[src/rtl/qpc_pkg.sv]
`timescale 1ns/1ps
package qpc_pkg;

  typedef struct packed {
    logic a;
    logic b;
  } ab_t;

  // position of a filtered {A,B} state along the up-counting cycle
  function automatic logic [1:0] phase_of(ab_t s);
    logic [1:0] p;
    case ({s.a, s.b})
      2'b00:   p = 2'd0;
      2'b10:   p = 2'd1;
      2'b11:   p = 2'd2;
      default: p = 2'd3;
    endcase
    return p;
  endfunction

endpackage

[src/rtl/qpc_chan_filter.sv]
`timescale 1ns/1ps
module qpc_chan_filter #(
  parameter int SYNC_STAGES = 2,
  parameter int FILT_DEPTH  = 3
) (
  input  logic clk,
  input  logic rst_n,
  input  logic raw,
  output logic filt
);

  logic [SYNC_STAGES-1:0] sync_q;
  logic [FILT_DEPTH-1:0]  hist_q;
  logic                   filt_q;
  logic                   synced;

  assign synced = sync_q[SYNC_STAGES-1];

  always_ff @(posedge clk or negedge rst_n) begin
    if (!rst_n) begin
      sync_q <= '0;
      hist_q <= '0;
      filt_q <= 1'b0;
    end else begin
      sync_q <= {sync_q[SYNC_STAGES-2:0], raw};
      hist_q <= {hist_q[FILT_DEPTH-2:0], synced};
      if (&hist_q)
        filt_q <= 1'b1;
      else if (~|hist_q)
        filt_q <= 1'b0;
    end
  end

  assign filt = filt_q;

endmodule

[src/rtl/qpc_decoder.sv]
`timescale 1ns/1ps
module qpc_decoder
  import qpc_pkg::*;
(
  input  logic clk,
  input  logic rst_n,
  input  ab_t  cur,
  output logic step,
  output logic up
);

  ab_t        prev_q;
  logic [1:0] ph_cur;
  logic [1:0] ph_prev;
  logic [1:0] delta;

  always_ff @(posedge clk or negedge rst_n) begin
    if (!rst_n) prev_q <= '0;
    else        prev_q <= cur;
  end

  always_comb begin
    ph_cur  = phase_of(cur);
    ph_prev = phase_of(prev_q);
    delta   = ph_cur - ph_prev;
    step    = (cur != prev_q);
    // +1 forward, +2 (both channels moved) treated as forward, +3 backward
    up      = (delta != 2'd3);
  end

endmodule

[src/rtl/qpc_count_latch.sv]
`timescale 1ns/1ps
module qpc_count_latch #(
  parameter int CNT_W = 16,
  parameter int BUS_W = 8,
  localparam int NB    = CNT_W / BUS_W,
  localparam int SEL_W = (NB > 1) ? $clog2(NB) : 1
) (
  input  logic             clk,
  input  logic             rst_n,
  input  logic             step,
  input  logic             up,
  input  logic             rd_n,
  input  logic [SEL_W-1:0] sel,
  output logic [CNT_W-1:0] count_o,
  output logic [CNT_W-1:0] latch_o,
  output logic [BUS_W-1:0] data_o,
  output logic             valid_o
);

  logic [CNT_W-1:0] count_q;
  logic [CNT_W-1:0] latch_q;
  logic [BUS_W-1:0] lanes [NB];
  logic [SEL_W-1:0] lane_idx;

  always_ff @(posedge clk or negedge rst_n) begin
    if (!rst_n) begin
      count_q <= '0;
    end else if (step) begin
      if (up) count_q <= count_q + CNT_W'(1);
      else    count_q <= count_q - CNT_W'(1);
    end
  end

  always_ff @(posedge clk or negedge rst_n) begin
    if (!rst_n)    latch_q <= '0;
    else if (rd_n) latch_q <= count_q;
  end

  for (genvar g = 0; g < NB; g++) begin : g_lane
    assign lanes[g] = latch_q[g*BUS_W +: BUS_W];
  end

  // select 0 addresses the most significant lane
  assign lane_idx = SEL_W'(NB - 1) - sel;
  assign data_o   = rd_n ? '0 : lanes[lane_idx];
  assign valid_o  = ~rd_n;
  assign count_o  = count_q;
  assign latch_o  = latch_q;

endmodule

[src/rtl/quad_pos_counter.sv]
`timescale 1ns/1ps
module quad_pos_counter
  import qpc_pkg::*;
#(
  parameter int CNT_W       = 16,
  parameter int BUS_W       = 8,
  parameter int SYNC_STAGES = 2,
  parameter int FILT_DEPTH  = 3
) (
  input  logic             clk,
  input  logic             rst_n,
  input  logic             enc_a,
  input  logic             enc_b,
  input  logic             rd_sel,
  input  logic             rd_n,
  output logic [BUS_W-1:0] rd_data,
  output logic             rd_valid,
  output logic             cnt_pulse,
  output logic             cnt_up
);

  localparam int NCH = 2;

  logic [NCH-1:0]   raw_ab;
  logic [NCH-1:0]   filt_ab;
  ab_t              cur_ab;
  logic             step_w;
  logic             up_w;
  logic [CNT_W-1:0] count_w;
  logic [CNT_W-1:0] latch_w;

  assign raw_ab = {enc_a, enc_b};

  for (genvar c = 0; c < NCH; c++) begin : g_chan
    qpc_chan_filter #(
      .SYNC_STAGES(SYNC_STAGES),
      .FILT_DEPTH (FILT_DEPTH)
    ) u_filt (
      .clk  (clk),
      .rst_n(rst_n),
      .raw  (raw_ab[c]),
      .filt (filt_ab[c])
    );
  end

  assign cur_ab.a = filt_ab[1];
  assign cur_ab.b = filt_ab[0];

  qpc_decoder u_dec (
    .clk  (clk),
    .rst_n(rst_n),
    .cur  (cur_ab),
    .step (step_w),
    .up   (up_w)
  );

  qpc_count_latch #(
    .CNT_W(CNT_W),
    .BUS_W(BUS_W)
  ) u_cnt (
    .clk    (clk),
    .rst_n  (rst_n),
    .step   (step_w),
    .up     (up_w),
    .rd_n   (rd_n),
    .sel    (rd_sel),
    .count_o(count_w),
    .latch_o(latch_w),
    .data_o (rd_data),
    .valid_o(rd_valid)
  );

  assign cnt_pulse = step_w;
  assign cnt_up    = up_w;

endmodule

[config.mk]
export PLATFORM = sky130hd
export DESIGN_NAME = quad_pos_counter
export DESIGN_NICKNAME = d
export VERILOG_FILES = /design/src/rtl/qpc_pkg.sv /design/src/rtl/qpc_chan_filter.sv /design/src/rtl/qpc_decoder.sv /design/src/rtl/qpc_count_latch.sv /design/src/rtl/quad_pos_counter.sv
export SDC_FILE = /design/constraint.sdc
export NUM_CORES = 1
export LEC_CHECK = 0
export ABC_AREA = 1
export BUFFER_PORTS_ARGS = -buffer_cell sky130_fd_sc_hd__buf_4
export CORE_ASPECT_RATIO = 0.75
export CORE_MARGIN = 5
export CORE_UTILIZATION = 65
export CTS_CLUSTER_SIZE = 12
export DETAILED_ROUTE_END_ITERATION = 16
export PLACE_DENSITY = 0.83
export RECOVER_POWER = 50
export SLEW_MARGIN = 20
export SYNTH_ARGS = -nofsm -noshare
export SYNTH_HDL_FRONTEND = slang
export SYNTH_SLANG_ARGS = --single-unit
[constraint.sdc]
create_clock -name clk -period 4.8 [get_ports clk]
set_clock_uncertainty 0.05 [all_clocks]
set_input_delay 0.48 -clock clk [delete_from_list [all_inputs] [get_ports clk]]
set_output_delay 0.48 -clock clk [all_outputs]
set_load 0.01 [all_outputs]
## Word-level counts from Yosys, hierarchy flattened

Index checks and enable logic that the tools add are counted.
Widths: inputs -> output; s select.

- Order comparisons: 1
- Add/sub/neg operators: 4
- Mux-type cells: 11
- Multiply operators: 0
- Bitwise logic cells: 2
- Equal/unequal tests: 8
- Reduce and logical (&&, ||, !) cells: 6
- Div/mod/pow operators: 0
- Shifts and indexed selects: 0

Operator list:

| kind | number |
|---|---|
| $mux 8 | 4 |
| $add 16x1->16 const B | 1 |
| $mux 16 | 1 |
| $sub 16x1->16 const B | 1 |
| $pmux 2 s3 | 2 |
| $eq 2x2->1 const B | 4 |
| $reduce_and 3->1 | 2 |
| $reduce_or 3->1 | 2 |
| $logic_not 2->1 | 2 |
| $mux 1 | 4 |
| $ne 2x1->1 const B | 2 |
| $ge 2x2->1 const B | 1 |
| $ne 2x2->1 | 1 |
| $ne 2x2->1 const B | 1 |
| $not 1->2 | 1 |
| $sub 2x2->2 | 1 |
| $not 1->1 | 1 |
| $sub 1x1->1 const A | 1 |

- Input bits: 6
- Output and inout bits: 11
- Memory bits (writable): 0
- Memories kept: 0
- Logic and storage cells: 42
- Bits in read-only memories: 0
- Register bits after elaboration: 46
- Latch bits: 0

## Logic depth before layout (Yosys ltp)

- Depth in word-level cells: 6
- Mapped depth: 20
- Mapped depth without buffers: 20

## Hierarchy

Synthesis repeated with hierarchy kept, for this count alone.

- Cells, all modules: 369
- Area, all modules: 2672.6 um2

Modules (own cells, without submodules):

| module | cells each | seq. area each (um2) | area each (um2) | times used |
|---|---|---|---|---|
| qpc_count_latch | 324 | 800.8 | 2172.1 | 1 |
| qpc_chan_filter | 14 | 150.1 | 181.4 | 2 |
| qpc_decoder | 17 | 50.0 | 137.6 | 1 |

## Worst setup path before layout

OpenSTA, ideal clock, no wires.

- Kind: register -> register
- Start point: register g_chan[0].u_filt.filt_q
- End point: register u_cnt.count_q[14], in the netlist u_cnt.count_o[14]
- Path buffers: 0
- Data required time: 4.633 ns
- Stages on the path, launching flop included: 13
- Period minus slack after synthesis: 2.720 ns
- Arrival: 2.553 ns
- Setup time: 0.117 ns
- Slack: 2.080 ns
- Path through: dfrtp_1 > ha_1 > ha_1 > inv_1 > nand3_1 > inv_1 > ha_1 > a21oi_1 > o21ai_0 > a21oi_1 > nand3_1 > nand3_1 > nand2_1

- Longest elaborated chain between the ends: 5
- Elaborated cells between the ends (all ways): 8
- Classes of those cells: add/sub (1); eq/ne (4); mux (2); reduce/logical (1)

RTL lines:

| item | RTL line | source |
|---|---|---|
| start: declaration | qpc_chan_filter.sv:14 | `logic filt_q;` |
| start signal: assignment | qpc_chan_filter.sv:23 | `filt_q <= 1'b0;` |
| start signal: assignment | qpc_chan_filter.sv:28 | `filt_q <= 1'b1;` |
| start signal: assignment | qpc_chan_filter.sv:30 | `filt_q <= 1'b0;` |
| $eq 2x2->1 / $logic_not 2->1 (equally long branches) | qpc_pkg.sv:12 | `case ({s.a, s.b})` |
| $pmux 2 s3 (*) | qpc_pkg.sv:12 |  |
| $sub 2x2->2 (*) | qpc_decoder.sv:25 | `delta = ph_cur - ph_prev;` |
| $ne 2x2->1 (*) | qpc_decoder.sv:28 | `up = (delta != 2'd3);` |
| named net cnt_up | quad_pos_counter.sv:19 | `output logic cnt_up` |
| $mux 16 (*) | qpc_count_latch.sv:29 | `if (up) count_q <= count_q + CNT_W'(1);` |
| end signal: assignment | qpc_count_latch.sv:29 |  |
| end signal: assignment | qpc_count_latch.sv:30 | `else count_q <= count_q - CNT_W'(1);` |
| end: declaration | qpc_count_latch.sv:20 | `logic [CNT_W-1:0] count_q;` |

Mark *: on every way through the listed nets, which the timed path passes. The rest lies on a longest branch.
A chain may end at the register's enable or synchronous reset.

## Worst setup path in the final report

- Start point: register g_chan[1].u_filt.filt_q
- End point: register u_cnt.count_q[14], in the netlist u_cnt.count_o[14]

- Longest elaborated chain between the ends: 5
- Elaborated cells between the ends (all ways): 8
- Classes of those cells: add/sub (1); eq/ne (4); mux (2); reduce/logical (1)

RTL lines:

| item | RTL line |
|---|---|
| start: declaration | qpc_chan_filter.sv:14 |
| start signal: assignment | qpc_chan_filter.sv:23 |
| start signal: assignment | qpc_chan_filter.sv:28 |
| start signal: assignment | qpc_chan_filter.sv:30 |
| $eq 2x2->1 / $logic_not 2->1 (equally long branches) | qpc_pkg.sv:12 |
| $pmux 2 s3 | qpc_pkg.sv:12 |
| $sub 2x2->2 | qpc_decoder.sv:25 |
| $ne 2x2->1 | qpc_decoder.sv:28 |
| $mux 16 | qpc_count_latch.sv:29 |

Parallel ways exist; a longest one is shown, timed or not.

==> flow_metrics.py <==
metrics = {
    "status": {
        "status": "finished, violations left",
        "violations": "capacitance limit, slew limit",
    },
    "global_routing": {
        "grt_pass1_wl_um": 9377,
        "grt_usage_pct": 22.22,
        "grt_overflow_total": 0,
        "antenna_found_initial": 0,
        "grt_pass1_vias": 2003,
        "grt_max_degree": 47,
    },
    "floorplan": {
        "die-height_um": 64.99,
        "die_x_um": 83.31,
        "coreArea_um2": 3979,
        "rows": 20,
        "die_area_um2": 5414,
        "start_util_pct": 65.85,
        "io-pin-count": 17,
    },
    "flow_run": {
        "maxCapViolCount": 1,
    },
    "clock_tree": {
        "clk_pin_slew_ns": 0.09,
        "cts-root-buf": "clkbuf_8",
        "postCtsHoldBufs": 0,
        "h-tree-depth": 2,
        "clock-sinks": 46,
        "cts.path.max_buffers": 2,
        "cts_setup_buffers": 0,
        "cts_resized": 0,
        "insertion_delay_ns": 0.31,
        "cts_tree": "yes",
        "cts_inserted_buffers": 5,
    },
    "setup_path": {
        "crit_fanout": 15,
        "rrSetupSlack_ns": 1.68,
        "max_stage_delay_ns": 0.44,
        "worstPathCellList": "inv_1, ha_1, ha_1, inv_1, nand3_1, inv_1, ha_1, a21oi_1, o21ai_0, a21oi_1, nand3_1, nand3_1, nand2_1",
        "reg2regPathDepth": 13,
        "critPathTopFamily": "adder cells",
        "slowest_stage": "inv_1",
        "critPathRequiredTime_ns": 4.95,
        "path_buf_inv": 3,
        "endpoint_kind": "flip-flop",
        "timing.rr.start": "g_chan[1].u_filt.filt$_DFFE_PN0P_",
        "r2r_end": "u_cnt.count_o[14]$_DFFE_PN0P_",
        "crit_type": "flip-flop to flip-flop",
        "crit_end": "u_cnt.count_o[14]$_DFFE_PN0P_",
        "critPathLaunchType": "flip-flop",
        "cp.arrival_ns": 3.28,
        "crit_cells": 13,
        "cp-startpoint": "g_chan[1].u_filt.filt$_DFFE_PN0P_",
    },
    "yosys": {
        "syn-num-nets": 363,
        "synthesis.area_um2": 2620,
        "ys_warn_count": 0,
        "avgSynthCellArea_um2": 7.775,
        "synth_area_leaders": "dfrtp_1 (44%), nand2_1 (16%), ha_1 (9.1%)",
        "syn_inst": 337,
        "ys_ff_latch": 46,
        "ys_types": 23,
        "yosysSeqAreaShare_pct": 43.94,
        "synth_top_area_share_pct": 43.94,
        "synth_area_leader_cell": "dfrtp_1",
    },
    "timing": {
        "max_slew_margin_pct": -58.50,
        "post-route-min-period_ns": 3.124,
        "worstMarginPinSlew_ns": 2.378,
        "setup_viol": 0,
        "fin_tns_setup_ns": 0,
        "max_freq_ghz": 0.3201,
        "drv_slew": 47,
        "rsz0062_at_grt": "no",
        "finalCritPeriodShare_pct": 65.07,
        "finalHoldViolCount": 0,
        "worst_slack_ns": 1.676,
    },
    "routing": {
        "wire_per_inst_um": 13.03,
        "ant_nets": 0,
        "drt-pass1-iter-count": 4,
        "num_vias": 2175,
        "drtIter0Drc": 146,
        "via_per_inst": 5.318,
        "wl_um": 5329,
        "drc": 0,
    },
    "worst_hold_path": {
        "hp-class": "input port to flip-flop",
        "min_path_cells": 1,
    },
    "layout": {
        "drive_gt1_share_pct": 7.345,
        "nets": 379,
        "area_growth_pct": 8.930,
        "n_antenna_cell": 0,
    },
    "power": {
        "leakagePower_uw": 0.001522,
        "ir_drop_mv": 0.4366,
        "power_density_nw_per_um2": 782.7,
    },
    "place": {
        "dp_slack_ns": 1.764,
        "io_buffer_count": 16,
        "dpl.hpwl_um": 4037,
        "gp_congestion": 0.9101,
    },
}
## worst min-delay path by stage
stage | start | end | slack [ns]
CTS | rst_n | u_cnt.count_o[13]$_DFFE_PN0P_ | 0.12
global route | enc_a | g_chan[1].u_filt.sync_q[0]$_DFF_PN0_ | 0.23
global placement | g_chan[1].u_filt.sync_q[0]$_DFF_PN0_ | g_chan[1].u_filt.sync_q[1]$_DFF_PN0_ | 0.28
floorplan | rst_n | g_chan[0].u_filt.filt$_DFFE_PN0P_ | 0.13
finish | enc_b | g_chan[0].u_filt.sync_q[0]$_DFF_PN0_ | 0.25
detailed placement | g_chan[1].u_filt.sync_q[0]$_DFF_PN0_ | g_chan[1].u_filt.sync_q[1]$_DFF_PN0_ | 0.29
## metrics by stage
step	hold WS (ns)	power, µW	utilization [%]	std cells	instance area, µm²
after floorplan	0.1344	1672	-	337	2620
after global placement	0.2817	1935	69.62	401	2770
after detailed placement	0.2858	1982	69.62	401	2770
after CTS	0.1241	2228	71.82	409	2858
after global routing	0.2324	2473	71.73	409	2854
final	0.2479	2234	71.73	409	2854
## synthesized netlist by cell type, drive strengths merged
master  count
nand3      22
nand4       3
dfrtp      46
a21oi      22
ha         19
xor2        1
xnor2       9
buf         2
clkbuf      5
nand2     116
or2         1
and2        1
nor3        5
fa          1
o21ai      27
nand3b      2
o21a        2
nor2       10
inv        43
## layout make-up
type                            count  area [µm²]
Fill cell                         336        1125
Tap cell                           55       68.82
Clock inverter                      3       18.77
Clock buffer                        5       68.82
Timing Repair Buffer               16       116.4
Inverter                           43       161.4
Multi-Input combinational cell    241        1269
Sequential cell                    46        1151
## sequential cells by signal, summed over array words and instances, names as in the netlist
register and flops:
u_dec.prev_q 2, g_chan.u_filt.filt 2, u_cnt.latch_o 16, u_cnt.count_o 16
g_chan.u_filt.sync_q 4, g_chan.u_filt.hist_q 6
## cell usage in the layout, fill, tap and decap left out, drive strengths merged
master    n
a21oi    22
and2      1
buf      13
clkbuf    8
clkinv    2
dfrtp    46
fa        1
ha       19
inv      44
nand2   116
nand3    22
nand3b    2
nand4     3
nor2     10
nor3      5
o21a      2
o21ai    27
or2       1
xnor2     9
xor2      1
## routing by layer
| layer | global-route usage, % | wire length, µm | up-vias |
|---|---|---|---|
| li1 | - | - | 1106 |
| met1 | 31.94 | 2617 | 998 |
| met2 | 32.40 | 2151 | 66 |
| met3 | 5.591 | 486 | 5 |
| met4 | 8.367 | 74 | 0 |
| met5 | 0 | 0 | - |
## cells by family after synthesis
family	after synthesis	synth area share [%]
flip-flops	46	43.93
XOR/XNOR	10	3.343
AO/OA/AOI/OAI	51	10.08
adder cells (fa/ha/maj)	20	9.838
AND/OR/NAND/NOR	160	25.17
buffers and inverters	50	7.640
## power by group
part | total (µW) | internal (µW) | switching, µW
logic | 1350 | 520 | 826
registers | 649 | 533 | 116
clock network | 239 | 103 | 137
total | 2230 | 1160 | 1080
Power figures use the tool's default switching activity.
